File: config.mk
export PLATFORM = sky130hd
export DESIGN_NAME = busReadSeq
export DESIGN_NICKNAME = d
export VERILOG_FILES = /design/src/rtl/busReadPkg.sv /design/src/rtl/busReadCtl.sv /design/src/rtl/busReadDp.sv /design/src/rtl/busReadSeq.sv
export SDC_FILE = /design/constraint.sdc
export NUM_CORES = 1
export LEC_CHECK = 0
export BUFFER_PORTS_ARGS = -buffer_cell sky130_fd_sc_hd__buf_4
export CAP_MARGIN = 20
export CORE_MARGIN = 10
export CORE_UTILIZATION = 30
export CTS_CLUSTER_DIAMETER = 80
export DETAILED_ROUTE_END_ITERATION = 6
export GPL_TIMING_DRIVEN = 0
export PLACE_DENSITY = 0.62
export SLEW_MARGIN = 20
export SYNTH_ARGS = -nofsm -noshare
export SYNTH_HDL_FRONTEND = slang
export SYNTH_SLANG_ARGS = --single-unit
File: constraint.sdc
create_clock -name clk -period 2.27 [get_ports clk]
set_input_delay 0 -clock clk [delete_from_list [all_inputs] [get_ports clk]]
set_output_delay 0 -clock clk [all_outputs]
set_load 0.05 [all_outputs]
File: src/rtl/busReadPkg.sv
package busReadPkg;

  typedef enum logic [3:0] {
    ST_IDLE, ST_S0, ST_S1, ST_S2, ST_S3, ST_S4,
    ST_WA, ST_WB, ST_S5, ST_S6, ST_S7
  } busState_t;

  // strobes from the control to the datapath
  typedef struct packed {
    logic loadReq;
    logic driveAddr;
    logic strobeOn;
    logic captureData;
    logic done;
  } dpCtl_t;

  localparam logic [2:0] FC_USER_DATA = 3'b001;
  localparam logic [2:0] FC_USER_PROG = 3'b010;
  localparam logic [2:0] FC_SUP_DATA  = 3'b101;
  localparam logic [2:0] FC_SUP_PROG  = 3'b110;
  localparam logic [2:0] FC_IACK      = 3'b111;

  function automatic logic [2:0] kindToFc(input logic [2:0] kind);
    case (kind)
      3'd1:    return FC_USER_PROG;
      3'd2:    return FC_SUP_DATA;
      3'd3:    return FC_SUP_PROG;
      3'd4:    return FC_IACK;
      default: return FC_USER_DATA;
    endcase
  endfunction

endpackage

File: src/rtl/busReadCtl.sv
module busReadCtl
  import busReadPkg::*;
(
  input  logic   clk,
  input  logic   rstN,
  input  logic   reqValid,
  input  logic   dtackN,
  output dpCtl_t ctl,
  output logic   reqReady
);

  busState_t state, stateNext;

  always_ff @(posedge clk or negedge rstN) begin
    if (!rstN) state <= ST_IDLE;
    else       state <= stateNext;
  end

  always_comb begin
    stateNext = state;
    case (state)
      ST_IDLE: if (reqValid) stateNext = ST_S0;
      ST_S0:   stateNext = ST_S1;
      ST_S1:   stateNext = ST_S2;
      ST_S2:   stateNext = ST_S3;
      ST_S3:   stateNext = ST_S4;
      ST_S4:   stateNext = dtackN ? ST_WA : ST_S5;
      ST_WA:   stateNext = ST_WB;
      ST_WB:   stateNext = dtackN ? ST_WA : ST_S5;
      ST_S5:   stateNext = ST_S6;
      ST_S6:   stateNext = ST_S7;
      ST_S7:   stateNext = ST_IDLE;
      default: stateNext = ST_IDLE;
    endcase
  end

  always_comb begin
    ctl.loadReq     = (state == ST_IDLE) && reqValid;
    ctl.driveAddr   = (state != ST_IDLE) && (state != ST_S0);
    ctl.strobeOn    = (state == ST_S2) || (state == ST_S3) || (state == ST_S4) ||
                      (state == ST_WA) || (state == ST_WB) || (state == ST_S5) ||
                      (state == ST_S6);
    ctl.captureData = (state == ST_S6);
    ctl.done        = (state == ST_S7);
    reqReady        = (state == ST_IDLE);
  end

endmodule

File: src/rtl/busReadDp.sv
module busReadDp
  import busReadPkg::*;
#(
  parameter int ADDR_W = 23,
  parameter int DATA_W = 16
) (
  input  logic              clk,
  input  logic              rstN,
  input  dpCtl_t            ctl,
  input  logic [ADDR_W-1:0] reqAddr,
  input  logic [1:0]        reqByteSel,
  input  logic [2:0]        reqKind,
  input  logic [DATA_W-1:0] dataIn,
  output logic [2:0]        fcOut,
  output logic [ADDR_W-1:0] addrOut,
  output logic              addrOe,
  output logic              asN,
  output logic              rwN,
  output logic              udsN,
  output logic              ldsN,
  output logic [DATA_W-1:0] rdData,
  output logic              rdDone
);

  logic [ADDR_W-1:0] addrReg;
  logic [1:0]        laneReg;
  logic [2:0]        fcReg;
  logic [DATA_W-1:0] dataReg;

  always_ff @(posedge clk or negedge rstN) begin
    if (!rstN) begin
      addrReg <= '0;
      laneReg <= 2'b11;
      fcReg   <= FC_USER_DATA;
    end else if (ctl.loadReq) begin
      addrReg <= reqAddr;
      laneReg <= (reqByteSel == 2'b00) ? 2'b11 : reqByteSel;
      fcReg   <= kindToFc(reqKind);
    end
  end

  always_ff @(posedge clk or negedge rstN) begin
    if (!rstN)                dataReg <= '0;
    else if (ctl.captureData) dataReg <= dataIn;
  end

  assign fcOut   = fcReg;
  assign addrOut = addrReg;
  assign addrOe  = ctl.driveAddr;
  assign asN     = !ctl.strobeOn;
  assign udsN    = !(ctl.strobeOn && laneReg[1]);
  assign ldsN    = !(ctl.strobeOn && laneReg[0]);
  assign rwN     = 1'b1;
  assign rdData  = dataReg;
  assign rdDone  = ctl.done;

endmodule

File: src/rtl/busReadSeq.sv
module busReadSeq
  import busReadPkg::*;
#(
  parameter int ADDR_W = 23,
  parameter int DATA_W = 16
) (
  input  logic              clk,
  input  logic              rstN,
  input  logic              reqValid,
  input  logic [ADDR_W-1:0] reqAddr,
  input  logic [1:0]        reqByteSel,
  input  logic [2:0]        reqKind,
  output logic              reqReady,
  output logic [2:0]        fcOut,
  output logic [ADDR_W-1:0] addrOut,
  output logic              addrOe,
  output logic              asN,
  output logic              rwN,
  output logic              udsN,
  output logic              ldsN,
  input  logic              dtackN,
  input  logic [DATA_W-1:0] dataIn,
  output logic [DATA_W-1:0] rdData,
  output logic              rdDone
);

  dpCtl_t ctl;

  busReadCtl uCtl (
    .clk(clk), .rstN(rstN), .reqValid(reqValid), .dtackN(dtackN),
    .ctl(ctl), .reqReady(reqReady)
  );

  busReadDp #(.ADDR_W(ADDR_W), .DATA_W(DATA_W)) uDp (
    .clk(clk), .rstN(rstN), .ctl(ctl),
    .reqAddr(reqAddr), .reqByteSel(reqByteSel), .reqKind(reqKind),
    .dataIn(dataIn), .fcOut(fcOut), .addrOut(addrOut), .addrOe(addrOe),
    .asN(asN), .rwN(rwN), .udsN(udsN), .ldsN(ldsN),
    .rdData(rdData), .rdDone(rdDone)
  );

endmodule

==> summary.txt <==
outcome: finished clean
vias: 1539
IO Port Bufs: 95
worst vdd ir: 823 µV
flop2flop setup slack: 0.40 ns
Hold Fails Final Rpt: 0
TritonCTS clock tree: yes
Data arrival, critical path: 2.04 ns
Syn Nets: 180
FMAX: 0.536 GHz
Buf/Inv on CP: 2
Num CTS Buffers: 5
antenna fix cells: 0
Layout Nets: 323
Rows: 30
Setup CP Type: register to register
CTS clk-pin slew, worst paths: 0.08 ns
Worst-Margin Slew: 0.605 ns
hold_sp: dtackN
root buffer cell: clkbuf_8
Leak: 1.70 nW
Mapped Cells: 132
Cell variety after synth: 27
clock latency on the worst-skew pair: 0.29 ns
initial core utilization: 0.307
Max Buffers Root-to-Sink: 2
first-pass GRT wire length: 8.75 mm
hpwl dp: 3.91 mm
1st-iter DRT viols: 19
flops & latches, synth: 48
WL per Instance: 15.9 µm
Critical-path top delay cell: or3b_1
placed insts: 307
area delta synth->final: 63.1%
All-Layer GR Usage: 0.105
reg2reg end: uDp.rdData[5]
mapped cell area: 2060 µm²
CP Capture Type: register
Critical Path Fanout Max: 10
H-tree depth: 2
Final Instance Count excl. Fillers: 355
die area: 10600 µm²
core area: 6720 µm²
number of global-route vias before repair: 1637
Hold EP: uCtl.state[3]
worst-case reg-to-reg path depth: 5
setup violators final: 0
startpoint types: register
delay-heaviest family, CP: simple AND/OR/NAND/NOR gates
total grt overflow: 0
post-synthesis sequential area ratio: 0.584
Syn Area/Cell: 15.6 µm²
Worst slew margin: 0.597
Hold Path Class: input pin to register
Max-Cap Viols: 0
layout cells sized above 1: 0.553
initial antenna violation count: 0
skew final: 0.00237 ns
RSZ-0062 raised after global routing: no
Final GP Congestion: 0.709
power per cell area: 1650 nW/µm²
# DRC: 0
Vias/cell: 4.34
Critical Path RT: 2.45 ns
antenna viol nets, final: 0
biggest cell delay along the critical path: 0.46 ns
die width: 103 µm
Worst R2R Start: uCtl.state[2]
clock tree sinks: 48
Setup TNS: 0 ns
drt total wl: 5.63 mm
I/O pins: 97
hold path cells: 3
largest net degree at the start of global routing: 49
1st-pass router iterations: 4
Post-CTS Setup Bufs: 0
max-slew violations: 0
min Tclk post-route: 1.87 ns
Tcrit/Tclk final: 0.823
critical path, cell by cell: buf_2, or3b_1, nor2_4, buf_6, mux2_2
die extent in y: 103 µm
YS warnings: 0
==> layout by cell type (no fill, tap or decap), drive strengths merged <==
master | netlist | routed
nor4bb | 1 | 1
dfstp | 3 | 3
nand2b | 5 | 5
a21o | 1 | 1
a21oi | 2 | 2
nand2 | 5 | 5
or3b | 2 | 2
or3 | 1 | 1
o21ai | 4 | 4
clkbuf | 0 | 6
dlygate4sd3 | 0 | 41
inv | 4 | 4
dfrtp | 45 | 45
nor4 | 1 | 1
nor2 | 3 | 3
nand3b | 2 | 2
buf | 6 | 101
clkinv | 0 | 1
mux2 | 44 | 44
nor3b | 1 | 1
o22ai | 1 | 1
conb | 1 | 1
==> worst max-delay path by stage <==
stage,cells after the start,start,slack [ns],endpoint
6_report,5,uCtl.state[2],0.40,uDp.rdData[5]
5_1_grt,5,uCtl.state[2],0.31,uDp.rdData[10]
4_1_cts,5,uCtl.state[2],0.39,uDp.rdData[7]
3_5_place_dp,5,uCtl.state[2],0.42,uDp.rdData[7]
3_3_place_gp,5,uCtl.state[2],0.43,uDp.rdData[5]
2_1_floorplan,2,uCtl.state[2],0.24,rdDone
==> synthesized netlist by cell type, drive strengths merged <==
library cell | instances | area [µm²]
dfrtp | 45 | 1130
mux2 | 44 | 571
buf | 6 | 75.1
nand2 | 5 | 18.8
nand2b | 5 | 31.3
inv | 4 | 15.0
o21ai | 4 | 20.0
dfstp | 3 | 78.8
nor2 | 3 | 18.8
a21oi | 2 | 10.0
nand3b | 2 | 27.5
or3b | 2 | 17.5
a21o | 1 | 7.51
conb | 1 | 3.75
nor3b | 1 | 7.51
nor4 | 1 | 6.26
nor4bb | 1 | 10.0
o22ai | 1 | 6.26
or3 | 1 | 11.3
==> worst register-to-register path, cell delays in order, from the launching register on <==
cell	delay [ns]
dfrtp_1	0.36
buf_2	0.16
or3b_1	0.46
nor2_4	0.24
buf_6	0.19
mux2_2	0.34
==> metal layers <==
metal | wire (µm) | global-route usage | part of all wire | up-vias
li1 | - | - | - | 743
met1 | 2550 | 0.132 | 0.45 | 728
met2 | 2560 | 0.164 | 0.45 | 63
met3 | 473 | 0.0409 | 0.084 | 5
met4 | 55 | 0.0289 | 0.0098 | 0
met5 | 0 | 0 | 0 | -
==> registers in the layout (all words and copies together) (netlist names) <==
| signal | cells |
|---|---|
| uDp.addrOut | 23 |
| uDp.rdData | 16 |
| uCtl.state | 4 |
| uDp.fcOut | 3 |
| uDp.laneReg | 2 |
==> final cells by class <==
type                            instances  area (µm²)
Inverter                                4        15.0
Sequential cell                        48        1200
Clock inverter                          1        5.00
Buffer                                  6        75.1
Clock buffer                            6        72.6
Multi-Input combinational cell         74         767
Timing Repair Buffer                  136        1120
Fill cell                             588        3360
Tap cell                               80         100
==> where the power goes <==
part / internal, W / switching [W]
registers: 0.00130 / 0.000260
clock network: 0.000210 / 0.000259
logic: 0.00131 / 0.00221
==> cells by family after synthesis <==
kind of cell           Yosys count  synth area share
other                            1           0.00182
multiplexers                    44             0.277
AND/OR/NAND/NOR                 21            0.0722
buffers and inverters           10            0.0437
AO/OA/AOI/OAI                    8            0.0212
flip-flops                      48             0.584
==> through the flow <==
stage / hold slack [ns] / instance area [µm²] / utilization / power [W] / worst slack [ns]
after floorplan: -0.296 / 2060 / - / 0.00403 / 0.236
after global placement: 0.0589 / 2880 / 0.428 / 0.00502 / 0.429
after detailed placement: 0.0603 / 2880 / 0.428 / 0.00506 / 0.416
after CTS: 0.0140 / 3360 / 0.501 / 0.00561 / 0.393
after global routing: 0.0273 / 3360 / 0.501 / 0.00583 / 0.305
final: 0.0322 / 3360 / 0.501 / 0.00555 / 0.403
==> repair_timing <==
| item | CTS | global route |
|---|---|---|
| gates resized for setup | 0 | 0 |
| hold buffers | 41 | 0 |
| endpoints found under the hold margin | 85 | 0 |
Power figures use the tool's default switching activity.
